--- config.mk ---
export PLATFORM = sky130hd
export DESIGN_NAME = frame_addr_gen
export DESIGN_NICKNAME = d
export VERILOG_FILES = /design/src/rtl/frame_addr_pkg.sv /design/src/rtl/fag_walker.sv /design/src/rtl/fag_occupancy.sv /design/src/rtl/frame_addr_gen.sv
export SDC_FILE = /design/constraint.sdc
export NUM_CORES = 1
export LEC_CHECK = 0
export BUFFER_PORTS_ARGS = -buffer_cell sky130_fd_sc_hd__buf_2
export CAP_MARGIN = 20
export CORE_ASPECT_RATIO = 0.75
export CORE_MARGIN = 5
export CORE_UTILIZATION = 52
export DETAILED_ROUTE_END_ITERATION = 7
export PLACE_DENSITY = 0.78
export SYNTH_ARGS = -nofsm -noshare
export SYNTH_HDL_FRONTEND = slang
export SYNTH_HIERARCHICAL = 1
export SYNTH_SLANG_ARGS = --single-unit
export TNS_END_PERCENT = 1
--- constraint.sdc ---
create_clock -name clk -period 3.3 [get_ports clk]
set_input_delay 0.66 -clock clk [delete_from_list [all_inputs] [get_ports clk]]
set_output_delay 0.66 -clock clk [all_outputs]
set_load 0.1 [all_outputs]
--- src/rtl/frame_addr_pkg.sv ---
package frame_addr_pkg;

    localparam int SLOT_W      = 2;
    localparam int LINE_W      = 12;
    localparam int WORD_W      = 12;
    localparam int ADDR_W      = SLOT_W + LINE_W + WORD_W;
    localparam int BURST_WORDS = 8;

    typedef struct packed {
        logic [SLOT_W-1:0] slot;
        logic [LINE_W-1:0] line;
        logic [WORD_W-1:0] word;
    } fb_ptr_t;

    // Lanes enabled for a burst with 'remaining' words left in the line.
    function automatic logic [BURST_WORDS-1:0] lane_mask(input logic [WORD_W:0] remaining);
        logic [BURST_WORDS-1:0] m;
        for (int i = 0; i < BURST_WORDS; i++) begin
            m[i] = ((WORD_W+1)'(i) < remaining);
        end
        return m;
    endfunction

endpackage

--- src/rtl/fag_walker.sv ---
module fag_walker
    import frame_addr_pkg::*;
#(
    parameter int ACT_H     = 2748,
    parameter int NUM_SLOTS = 3
) (
    input  logic                   clk,
    input  logic                   rst,
    input  logic                   step,
    input  logic [WORD_W:0]        line_words,
    output fb_ptr_t                ptr,
    output logic [BURST_WORDS-1:0] mask,
    output logic                   frame_last
);

    localparam logic [LINE_W-1:0] LAST_LINE = LINE_W'(ACT_H - 1);
    localparam logic [SLOT_W-1:0] LAST_SLOT = SLOT_W'(NUM_SLOTS - 1);

    logic [WORD_W:0] word_after;
    logic            line_end;
    logic            line_last;

    always_comb begin
        word_after = {1'b0, ptr.word} + (WORD_W+1)'(BURST_WORDS);
        line_end   = (word_after >= line_words);
        line_last  = (ptr.line == LAST_LINE);
        frame_last = line_end && line_last;
        mask       = lane_mask(line_words - {1'b0, ptr.word});
    end

    always_ff @(posedge clk) begin
        if (rst) begin
            ptr <= '0;
        end else if (step) begin
            if (!line_end) begin
                ptr.word <= word_after[WORD_W-1:0];
            end else begin
                ptr.word <= '0;
                if (!line_last) begin
                    ptr.line <= ptr.line + 1'b1;
                end else begin
                    ptr.line <= '0;
                    ptr.slot <= (ptr.slot == LAST_SLOT) ? '0 : ptr.slot + 1'b1;
                end
            end
        end
    end

endmodule

--- src/rtl/fag_occupancy.sv ---
module fag_occupancy #(
    parameter int NUM_SLOTS = 3,
    localparam int CNT_W    = $clog2(NUM_SLOTS + 1)
) (
    input  logic             clk,
    input  logic             rst,
    input  logic             wr_done,
    input  logic             rd_done,
    output logic [CNT_W-1:0] count,
    output logic             has_room,
    output logic             has_frame
);

    always_comb begin
        has_room  = (count < CNT_W'(NUM_SLOTS));
        has_frame = (count != '0);
    end

    always_ff @(posedge clk) begin
        if (rst) begin
            count <= '0;
        end else begin
            unique case ({wr_done, rd_done})
                2'b10:   count <= count + 1'b1;
                2'b01:   count <= count - 1'b1;
                default: count <= count;
            endcase
        end
    end

endmodule

--- src/rtl/frame_addr_gen.sv ---
module frame_addr_gen
    import frame_addr_pkg::*;
#(
    parameter int ACT_W     = 3664,
    parameter int ACT_H     = 2748,
    parameter int NUM_SLOTS = 3
) (
    input  logic                              clk,
    input  logic                              rst,
    input  logic                              pack_mode,
    input  logic                              wr_step,
    output logic                              wr_ok,
    output logic [ADDR_W-1:0]                 wr_addr,
    output logic [BURST_WORDS-1:0]            wr_mask,
    input  logic                              rd_step,
    output logic                              rd_ok,
    output logic [ADDR_W-1:0]                 rd_addr,
    output logic [BURST_WORDS-1:0]            rd_mask,
    output logic [$clog2(NUM_SLOTS+1)-1:0]    frames_stored
);

    localparam int PACK_WORDS = ACT_W * 3 / 4;
    localparam int SIDES      = 2;

    logic [WORD_W:0] line_words;
    logic [SIDES-1:0] side_step;
    logic [SIDES-1:0] side_last;
    fb_ptr_t          side_ptr  [SIDES];
    logic [BURST_WORDS-1:0] side_mask [SIDES];

    assign line_words = pack_mode ? (WORD_W+1)'(PACK_WORDS) : (WORD_W+1)'(ACT_W);
    assign side_step  = {rd_step && rd_ok, wr_step && wr_ok};

    // index 0 = write side, index 1 = read side
    for (genvar s = 0; s < SIDES; s++) begin : g_side
        fag_walker #(
            .ACT_H     (ACT_H),
            .NUM_SLOTS (NUM_SLOTS)
        ) u_walk (
            .clk        (clk),
            .rst        (rst),
            .step       (side_step[s]),
            .line_words (line_words),
            .ptr        (side_ptr[s]),
            .mask       (side_mask[s]),
            .frame_last (side_last[s])
        );
    end

    fag_occupancy #(
        .NUM_SLOTS (NUM_SLOTS)
    ) u_occ (
        .clk       (clk),
        .rst       (rst),
        .wr_done   (side_step[0] && side_last[0]),
        .rd_done   (side_step[1] && side_last[1]),
        .count     (frames_stored),
        .has_room  (wr_ok),
        .has_frame (rd_ok)
    );

    assign wr_addr = side_ptr[0];
    assign wr_mask = side_mask[0];
    assign rd_addr = side_ptr[1];
    assign rd_mask = side_mask[1];

endmodule

==> impl_metrics.xml <==
<?xml version="1.0" encoding="UTF-8"?>
<metrics>
  <group name="logic_synthesis">
    <metric name="ys_dominant_reg_cell" unit="">sky130_fd_sc_hd__dfxtp_1</metric>
    <metric name="synth_enable_flop_cells" unit="">0</metric>
    <metric name="post_synth_instance_area" unit="mm^2">0.00424</metric>
    <metric name="synth_area_per_cell" unit="um^2">7.77</metric>
    <metric name="total_number_of_yosys_warnings" unit="">6</metric>
    <metric name="synth_cells" unit="">545</metric>
    <metric name="yosysUniqueCellTypes" unit="">51</metric>
    <metric name="ys_seq_elements" unit="">48</metric>
    <metric name="seq_area_frac_synth" unit="%">22.7</metric>
    <metric name="async_flop_share" unit="%">0</metric>
  </group>
  <group name="route">
    <metric name="antenna_violating_nets_post_route" unit="">0</metric>
    <metric name="drc" unit="">0</metric>
    <metric name="first_pass_iteration_count_of_the_detailed_router" unit="">5</metric>
    <metric name="ratio_of_routed_vias_to_standard_cells" unit="">5.98</metric>
    <metric name="total_vias_in_the_final_route" unit="">4757</metric>
    <metric name="total_wirelength_of_the_detailed_routed_design" unit="um">13300</metric>
    <metric name="detailed_router_s_first_iteration_violation_count" unit="">470</metric>
    <metric name="drt-wirelength-per-cell" unit="um">16.7</metric>
  </group>
  <group name="floorplanning">
    <metric name="die_width" unit="um">114</metric>
    <metric name="initial_utilization" unit="%">53.5</metric>
    <metric name="die_outline_area" unit="mm^2">0.0101</metric>
    <metric name="floorplan.core_area" unit="mm^2">0.00792</metric>
    <metric name="die_h" unit="um">88.2</metric>
    <metric name="row_cnt" unit="">28</metric>
    <metric name="design.portCount" unit="">77</metric>
  </group>
  <group name="pwr">
    <metric name="totalPowerFinal" unit="uW">1380</metric>
    <metric name="comb_power_share" unit="%">32.5</metric>
    <metric name="power_switching_share" unit="%">35.5</metric>
    <metric name="power.share.clock" unit="%">25.4</metric>
    <metric name="intPower" unit="uW">890</metric>
    <metric name="power_switching" unit="uW">491</metric>
    <metric name="sequentialPowerShare" unit="%">42.1</metric>
    <metric name="power.ir.vdd_worst" unit="V">0.000177</metric>
    <metric name="power.density_cell_area" unit="mW/mm^2">232</metric>
    <metric name="p_leak" unit="uW">0.00252</metric>
  </group>
  <group name="min_path">
    <metric name="min_from" unit="">g_side[1].u_walk/ptr[13]</metric>
    <metric name="holdPathEnd" unit="">g_side[1].u_walk/ptr[13]</metric>
    <metric name="hp-class" unit="">reg -&gt; reg</metric>
    <metric name="worstHoldPathCells" unit="">2</metric>
  </group>
  <group name="setup_path">
    <metric name="r2r_setup_slack" unit="ns">0.06</metric>
    <metric name="crit_slowest_cell" unit="">sky130_fd_sc_hd__a311oi_4</metric>
    <metric name="timing.critical_path.from_type" unit="">primary input</metric>
    <metric name="crit_path_leading_delay_family" unit="">compound AO/OA/AOI/OAI gates</metric>
    <metric name="setup.worst_path.class" unit="">in -&gt; out</metric>
    <metric name="rr_startpoint" unit="">g_side[1].u_walk/ptr[3]</metric>
    <metric name="critical_path_buf_inv_count" unit="">5</metric>
    <metric name="critical_path.max_stage_delay" unit="ns">0.35</metric>
    <metric name="critical_path_peak_fanout" unit="">8</metric>
    <metric name="end_kind" unit="">primary output</metric>
    <metric name="worst_ep_arrival" unit="ns">2.78</metric>
    <metric name="crit_path_cells" unit="">buf_12, buf_8, ha_4, nand2b_4, buf_4, a311oi_4, a2111oi_4, a2111oi_4, xnor2_2, buf_4, nand4_1, buf_12</metric>
    <metric name="reg2regPathDepth" unit="">14</metric>
    <metric name="timing.rr.end" unit="">u_occ/count[1]</metric>
    <metric name="crit_required" unit="ns">2.64</metric>
  </group>
  <group name="timing">
    <metric name="holdWs" unit="ns">0.486</metric>
    <metric name="worst_slew_pin_slew" unit="ns">0.799</metric>
    <metric name="finalCritPeriodShare" unit="%">104</metric>
    <metric name="final_hold_viol_count" unit="">0</metric>
    <metric name="rsz_0062_raised_after_global_routing" unit="">yes</metric>
    <metric name="max_freq" unit="MHz">291</metric>
    <metric name="final-setup-viol-count" unit="">15</metric>
    <metric name="slew_headroom" unit="%">46.3</metric>
    <metric name="final.setup_skew" unit="ns">0.00773</metric>
    <metric name="worst_slack" unit="ns">-0.142</metric>
    <metric name="final_period_minus_worst_setup_slack" unit="ns">3.44</metric>
    <metric name="final_max_slew_viol_count" unit="">0</metric>
  </group>
  <group name="cts">
    <metric name="clock_sinks" unit="">48</metric>
    <metric name="clkLatencyLatePin" unit="ns">0.30</metric>
    <metric name="cts_root_buffer" unit="">sky130_fd_sc_hd__clkbuf_8</metric>
    <metric name="clock_tree.htree_level_count" unit="">2</metric>
    <metric name="cts.reportedPaths.clkPinSlew" unit="ns">0.09</metric>
    <metric name="cts_buffers" unit="">5</metric>
    <metric name="clock_tree.buffer_depth" unit="">2</metric>
    <metric name="cts_tree" unit="">yes</metric>
  </group>
  <group name="status">
    <metric name="failed_checks" unit="">negative setup slack</metric>
    <metric name="status" unit="">finished, violations left</metric>
  </group>
  <group name="layout">
    <metric name="area.sequential" unit="mm^2">0.00101</metric>
    <metric name="antenna_cells_inserted" unit="">0</metric>
    <metric name="num-nets-final" unit="">743</metric>
    <metric name="multi_input_comb_area" unit="mm^2">0.00349</metric>
    <metric name="area_growth_syn_to_layout" unit="%">40.8</metric>
    <metric name="final_util" unit="%">75.3</metric>
    <metric name="drive_above_1_share" unit="%">31.0</metric>
    <metric name="final.fill_count" unit="">579</metric>
    <metric name="finish.cell_count_without_fillers" unit="">796</metric>
  </group>
  <group name="run">
    <metric name="drv.max_cap_violation_count" unit="">0</metric>
  </group>
  <group name="place">
    <metric name="routabilityCongestion" unit="">0.874</metric>
    <metric name="quantity_of_i_o_buffers_inserted_on_ports" unit="">70</metric>
    <metric name="number_of_placed_instances_taps_included" unit="">778</metric>
    <metric name="place_hpwl" unit="um">8820</metric>
  </group>
  <group name="grt">
    <metric name="grt_antenna_before_repair" unit="">0</metric>
    <metric name="grt_max_degree" unit="">24</metric>
    <metric name="track_usage" unit="%">24.3</metric>
    <metric name="grt_pass1_wl" unit="um">20400</metric>
    <metric name="grt_remaining_overflow" unit="">0</metric>
    <metric name="first_global_vias" unit="">4366</metric>
  </group>
</metrics>
==> placed cells by master, fill, tap and decap left out, drive strengths merged, types with 7 or more instances in the layout <==
| cell | n |
|---|---|
| or3 | 7 |
| nand2 | 47 |
| ha | 47 |
| nor3 | 8 |
| inv | 53 |
| xor2 | 9 |
| clkbuf | 7 |
| buf | 120 |
| and3 | 8 |
| dfxtp | 48 |
| nand3 | 22 |
| a21oi | 39 |
| nand4 | 20 |
| a311oi | 8 |
| nor2 | 35 |
| and2 | 12 |
| xnor2 | 19 |
| o21ai | 35 |
| conb | 44 |
| a32o | 18 |
| or4 | 8 |
==> registers in the layout, summed over array words and instances, names as in the netlist <==
| name | count |
|---|---|
| g_side.u_walk/ptr | 46 |
| u_occ/count | 2 |
==> cell type report <==
type | instances | area share (%)
clock buffers | 6 | 1.22
flip-flops and latches | 48 | 17.0
inverters | 54 | 3.50
clock inverters | 1 | 0.0839
well taps | 105 | 2.20
multi-input cells | 461 | 58.6
repair buffers | 121 | 17.4
==> through the flow <==
step,setup WS [ns],setup TNS (ns),instance area [um^2]
after floorplan,-0.397,-6.48,4540
after global placement,-0.380,-5.00,5410
after detailed placement,-0.469,-6.93,5410
after CTS,-0.00881,-0.0151,5800
after global routing,-0.196,-1.99,5960
final,-0.142,-1.04,5960
==> power groups by stage <==
stage	clock, uW	combinational [uW]	sequential [uW]
3_3_place_gp	0	338	594
4_1_cts	351	400	580
2_1_floorplan	0	235	625
3_5_place_dp	0	349	594
6_report	351	449	581
5_1_grt	380	478	581
==> per-layer routing <==
metal | GRT usage (%) | wire, um | vias to the layer above
li1 | - | - | 2243
met1 | 31.4 | 5570 | 2241
met2 | 43.1 | 6480 | 238
met3 | 3.80 | 918 | 35
met4 | 4.85 | 354 | 0
met5 | 0 | 0 | -
==> timing repair <==
action,in CTS,in global routing
cloned,0,1
hold buffers,0,0
hold endpoints to repair,0,0
endpoints found under the setup margin,17,29
resized for setup,47,29
pin swaps,23,12
buffers inserted,5,5
==> cells by family after synthesis <==
family / after synthesis / share of synthesized area [%]
AND/OR/NAND/NOR: 200 / 25.3
XOR/XNOR: 28 / 5.79
multiplexers: 4 / 1.00
buffers and inverters: 74 / 8.27
AO/OA/AOI/OAI: 138 / 22.6
other: 6 / 0.532
flip-flops: 48 / 22.7
adder cells (fa/ha/maj): 47 / 13.9
==> worst max-delay path by stage <==
stage | cells past startpoint | start | end
6_report | 12 | pack_mode | rd_mask[2]
5_1_grt | 11 | pack_mode | rd_mask[2]
4_1_cts | 11 | pack_mode | rd_mask[6]
3_5_place_dp | 10 | pack_mode | rd_mask[4]
3_3_place_gp | 10 | pack_mode | rd_mask[4]
2_1_floorplan | 8 | pack_mode | rd_mask[0]
==> worst min-delay path, cell delays in order (launching register included) <==
cell and delay [ns]:
sky130_fd_sc_hd__dfxtp_1 0.34, sky130_fd_sc_hd__nand2_1 0.06, sky130_fd_sc_hd__a21oi_1 0.05
==> synthesized netlist by cell type, drive strengths merged (7+ instances only) <==
cell	number	area, um^2
inv	54	203
dfxtp	48	961
ha	47	588
nand2	47	176
a21oi	39	195
nor2	35	131
o21ai	35	175
nand3	22	110
nand4	20	125
xnor2	19	166
a32o	18	180
buf	16	120
and2	12	77.6
xor2	9	78.8
a311oi	8	70.1
and3	8	50.1
nor3	8	40.0
or4	8	60.1
or3	7	43.8
Note: power is estimated with default switching activity, not from simulation.
